## src/rtl/cc_pkg.sv

```systemverilog
package cc_pkg;

  localparam int unsigned COND_W  = 4;
  localparam int unsigned FLAG_N  = 4;

  typedef struct packed {
    logic z;
    logic s;
    logic c;
    logic v;
  } flags_t;

  typedef enum logic [COND_W-1:0] {
    JC_NEVER   = 4'h0,
    JC_ZERO    = 4'h1,
    JC_SLE     = 4'h2,
    JC_SLT     = 4'h3,
    JC_SLE_DUP = 4'h4,
    JC_OVF     = 4'h5,
    JC_MINUS   = 4'h6,
    JC_CARRY   = 4'h7,
    JC_ALWAYS  = 4'h8,
    JC_NZERO   = 4'h9,
    JC_SGT     = 4'hA,
    JC_SGE     = 4'hB,
    JC_SGT_DUP = 4'hC,
    JC_NOVF    = 4'hD,
    JC_PLUS    = 4'hE,
    JC_NCARRY  = 4'hF
  } jcond_e;

  // Signed "less" as this core defines it: sign against carry.
  function automatic logic sign_carry_differ(input flags_t f);
    return f.s ^ f.c;
  endfunction

  function automatic logic cond_met(input jcond_e code, input flags_t f);
    logic lt;
    lt = sign_carry_differ(f);
    case (code)
      JC_NEVER:   return 1'b0;
      JC_ZERO:    return f.z;
      JC_SLE:     return f.z | lt;
      JC_SLT:     return lt;
      JC_SLE_DUP: return f.z | lt;
      JC_OVF:     return f.v;
      JC_MINUS:   return f.s;
      JC_CARRY:   return f.c;
      JC_ALWAYS:  return 1'b1;
      JC_NZERO:   return ~f.z;
      JC_SGT:     return ~f.z & ~lt;
      JC_SGE:     return ~lt;
      JC_SGT_DUP: return ~f.z & ~lt;
      JC_NOVF:    return ~f.v;
      JC_PLUS:    return ~f.s;
      JC_NCARRY:  return ~f.c;
      default:    return 1'b0;
    endcase
  endfunction

endpackage

```

## src/rtl/cc_flag_store.sv

```systemverilog
module cc_flag_store #(
  parameter int unsigned W = cc_pkg::FLAG_N
) (
  input  logic         clk,
  input  logic         rst,
  input  logic         load,
  input  logic [W-1:0] d,
  output logic [W-1:0] q
);
  for (genvar i = 0; i < W; i++) begin : g_bit
    always_ff @(posedge clk) begin
      if (rst)       q[i] <= 1'b0;
      else if (load) q[i] <= d[i];
    end
  end
endmodule

```

## src/rtl/cc_cond_eval.sv

```systemverilog
module cc_cond_eval
  import cc_pkg::*;
(
  input  logic [COND_W-1:0] code,
  input  flags_t            flags,
  output logic              taken
);
  always_comb taken = cond_met(jcond_e'(code), flags);
endmodule

```

## src/rtl/cc_unit.sv

```systemverilog
module cc_unit
  import cc_pkg::*;
(
  input  logic              clk,
  input  logic              rst,
  input  logic              flag_we,
  input  logic              zf_in,
  input  logic              sf_in,
  input  logic              cf_in,
  input  logic              vf_in,
  input  logic [COND_W-1:0] cond_code,
  output logic              zf,
  output logic              sf,
  output logic              cf,
  output logic              vf,
  output logic              taken
);
  flags_t flags_d;
  flags_t flags_q;
  logic   load_evt;

  assign flags_d  = '{z: zf_in, s: sf_in, c: cf_in, v: vf_in};
  assign load_evt = flag_we & ~rst;

  cc_flag_store #(.W(FLAG_N)) u_store (
    .clk  (clk),
    .rst  (rst),
    .load (flag_we),
    .d    (flags_d),
    .q    (flags_q)
  );

  cc_cond_eval u_eval (
    .code  (cond_code),
    .flags (flags_q),
    .taken (taken)
  );

  assign zf = flags_q.z;
  assign sf = flags_q.s;
  assign cf = flags_q.c;
  assign vf = flags_q.v;
endmodule

```

## config.mk

```make
export PLATFORM = sky130hd
export DESIGN_NAME = cc_unit
export DESIGN_NICKNAME = d
export VERILOG_FILES = /design/src/rtl/cc_pkg.sv /design/src/rtl/cc_flag_store.sv /design/src/rtl/cc_cond_eval.sv /design/src/rtl/cc_unit.sv
export SDC_FILE = /design/constraint.sdc
export NUM_CORES = 1
export LEC_CHECK = 0
export ABC_AREA = 1
export CORE_AREA = 2 2 39 41
export CTS_CLUSTER_SIZE = 24
export DETAILED_ROUTE_END_ITERATION = 10
export DIE_AREA = 0 0 41 43
export GPL_TIMING_DRIVEN = 0
export PLACE_DENSITY = 0.68
export SYNTH_ARGS = -nofsm -noshare
export SYNTH_HDL_FRONTEND = slang
export SYNTH_SLANG_ARGS = --single-unit
```

## constraint.sdc

```tcl
create_clock -name clk -period 1.1 [get_ports clk]
set_clock_uncertainty 0.05 [all_clocks]
set_input_delay 0.33 -clock clk [delete_from_list [all_inputs] [get_ports clk]]
set_output_delay 0.33 -clock clk [all_outputs]
set_load 0.03 [all_outputs]
```

==> summary.md <==
| Metric | Value |
|---|---|
| Outcome | `finished with violations` |
| Violated checks | `negative setup slack` |
| Post-Syn Instances | `68` |
| Synthesis Warnings | `0` |
| Worst Hold Depth | `2` |
| H-Tree Depth | `1` |
| Setup crit end kind | `output port` |
| M1 WL | `404 um` |
| TritonCTS Buffers | `3` |
| Final Cell Area | `668 um^2` |
| Drt wl/cell | `approximately 9.6 um` |
| Worst endpoint required time | `between 700 and 800 ps` |
| Top cell type's share of synthesized area | `a little under a third` |
| Max layer used | `met3` |
| Total Power Consumption | `a little over 0.0006 W` |
| Worst R2R Start | `u_store.q[1]` |
| Avg Vias per Cell | `about 4.5` |
| DR WL met2 | `between 600 and 700 um` |
| Setup violations, final | `4` |
| Delay of the slowest critical-path stage | `roughly 380 ps` |
| Power per cell area | `903 nW/um^2` |
| Final Worst Setup Slack | `-516 ps` |
| Worst-margin pin slew | `between 300 and 400 ps` |
| Port Buf Inserts | `15` |
| Root Driver | `clkbuf_4` |
| Biggest register | `u_store.q` |
| Metal3 WL | `between 40 and 50 um` |
| CTS tree | `yes` |
| Mapped Nets | `79` |
| Hold Fails Final Rpt | `0` |
| Fmax | `about 620 MHz` |
| Layout cell share with drive strength beyond 1 | `between 40 and 50%` |
| DRC | `0` |
| Syn avg cell area | `a little over 5 um^2` |
| Placeable Area | `approximately 1400 um^2` |
| Top Registers | `u_store.q (4)` |
| Crit Path Class | `flip-flop to output port` |
| Critical Path Fanout Max | `4` |
| Setup crit start | `u_store.q[2]` |
| Largest register FFs | `4` |
| DP Wirelength | `704 um` |
| # IOs | `16` |
| Lkg Pwr | `roughly 0.34 nW` |
| Initial antenna violation count | `0` |
| MaxCap Viol Count | `0` |
| Post-Place Cell Area | `between 500 and 600 um^2` |
| Levels on crit path | `8` |
| Slew Limit Headroom | `around 80%` |
| Place WS | `-1380 ps` |
| Netlist cell types | `10` |
| Yosys reg bits | `4` |
| Clock transition at path regs | `about 40 ps` |
| Detail Route Antenna Nets | `0` |
| CP Cell Sequence | `inv_4 -> nand2_4 -> nand2_2 -> nand3_1 -> nand3_2 -> nor2_2 -> nand2_2 -> buf_6` |
| Clock Path Buffers | `2` |
| Async S/R FF share, synth | `0%` |
| R2R cell count | `4` |
| Die area | `approximately 1800 um^2` |
| Unrepaired setup endpoints after global routing | `yes` |
| Final period util | `147%` |
| Placer Congestion | `about 0.75` |
| Initial drt markers | `12` |
| EDFF count, synth | `0` |
| Yosys top cell by area | `nand2_1` |
| Cell Area, Synth | `around 350 um^2` |
| Largest net degree at the start of global routing | `8` |
| Tightest Hold Check Type | `flip-flop to flip-flop` |
| Final slew viol count | `0` |
| Layout area overhead | `89.4%` |
| Slowest cell on the critical path | `dfxtp_4` |
| Worst path buffer plus inverter count | `2` |
| Cell Rows | `14` |
| Gr ovfl total | `0` |
| Number of global-route vias before repair | `473` |
| Hold path start | `u_store.q[0]` |
| CTS sink cnt | `4` |
| Starting Density | `25.5%` |
| Most used flip-flop cell after synthesis | `dfxtp_1` |
| Tmin final | `~1600 ps` |
| Die Wd | `around 40 um` |
| Arrival @ worst endpoint | `around 1200 ps` |
| Total track usage | `about 14%` |
| CP delay by family, top | `simple AND/OR/NAND/NOR gates` |
| Final net count | `about 110` |
| Most numerous cell in the Yosys netlist | `nand2_1` |
| Most used cell, CP | `nand2_2` |
| CP Launch Type | `flip-flop` |
| Post-synthesis sequential area ratio | `between 20 and 25%` |
| Die height | `around 43 um` |
| Clock latency at the later pin of the worst-skew pair | `between 200 and 250 ps` |
| Commonest cells post-synth | `nand2_1, nor2_1, inv_1` |
| First-pass GRT wire length | `1700 um` |
| Synth top area cells | `nand2_1, dfxtp_1, nor2_1` |
| Max VDD drop | `approximately 0.55 mV` |
| Diodes inserted | `0` |
| Vias after detailed routing | `about 500` |
| Drt total wl | `~1100 um` |
| Router iterations before antenna repair | `4` |
-- per-stage QoR --
step / util [%] / hold slack [ps] / instances / TNS, ps
3_3_place_gp: 39.2 / 450 / 99 / -3120
2_1_floorplan: - / 342 / 68 / -228
6_report: 48.3 / 461 / 110 / -1210
5_1_grt: 48.3 / 486 / 110 / -1380
3_5_place_dp: 39.2 / 450 / 99 / -3220
4_1_cts: 46.3 / 461 / 108 / -1280
-- path summary, 6_finish.rpt --
path | endpoint | slack, ps
max | taken | -520
min | u_store.q[0] | 460
max reg2reg | u_store.q[1] | 90
min reg2reg | u_store.q[0] | 460
-- placed cells by master, fill, tap and decap left out --
| master | instances |
|---|---|
| nand2_1 | 25 |
| nor2_1 | 6 |
| clkdlybuf4s50_1 | 6 |
| buf_4 | 6 |
| nand3_1 | 5 |
| inv_2 | 4 |
| nor2_4 | 4 |
| inv_1 | 4 |
| buf_6 | 4 |
| dfxtp_4 | 4 |
| nand2_2 | 3 |
| a211oi_1 | 3 |
| clkbuf_4 | 3 |
| buf_2 | 3 |
| inv_4 | 2 |
| nand2_4 | 2 |
| a21oi_1 | 2 |
| nor2_2 | 2 |
| dlygate4sd2_1 | 2 |
| nand3_2 | 1 |
| nand3b_1 | 1 |
| clkbuf_1 | 1 |
| clkdlybuf4s15_2 | 1 |
-- cells by family after synthesis --
kind of cell / Yosys count / synth area share [%]
AO/OA/AOI/OAI: 5 / 9.22
buffers and inverters: 10 / 10.6
flip-flops: 4 / 22.7
AND/OR/NAND/NOR: 49 / 57.4
-- power breakdown --
part / switching (W) / total [W] / internal (W)
combinational: 0.000126 / 0.000237 / 0.000111
sequential: 0.0000159 / 0.000169 / 0.000153
clock: 0.0000611 / 0.000197 / 0.000136
-- worst register-to-register path: cells and delay by family (launching register included) --
family                 cells  cell delay (ps)
flip-flops                 1              370
AO/OA/AOI/OAI              1              210
buffers and inverters      3              290
-- per-layer routing --
layer / global-route usage, % / vias up
met5: 0 / -
met4: 10.0 / 0
met3: 1.57 / 0
met2: 23.4 / 19
met1: 16.1 / 214
li1: - / 264
-- area by class of cell --
type                    count  area [um^2]
fillers                   148          716
multi-input cells          54          290
repair buffers             22          194
flip-flops and latches      4         95.1
inverters                  10         42.5
clock buffers               4         26.3
well taps                  16         20.0
-- repair_timing --
action	4_1_cts	5_1_grt
resized for setup	43	15
setup buffers	5	2
pin swaps	5	4
endpoints found under the hold margin	0	0
setup endpoints to repair	5	8
hold buffers	0	0
No activity file was read; power rests on OpenSTA's default activity.
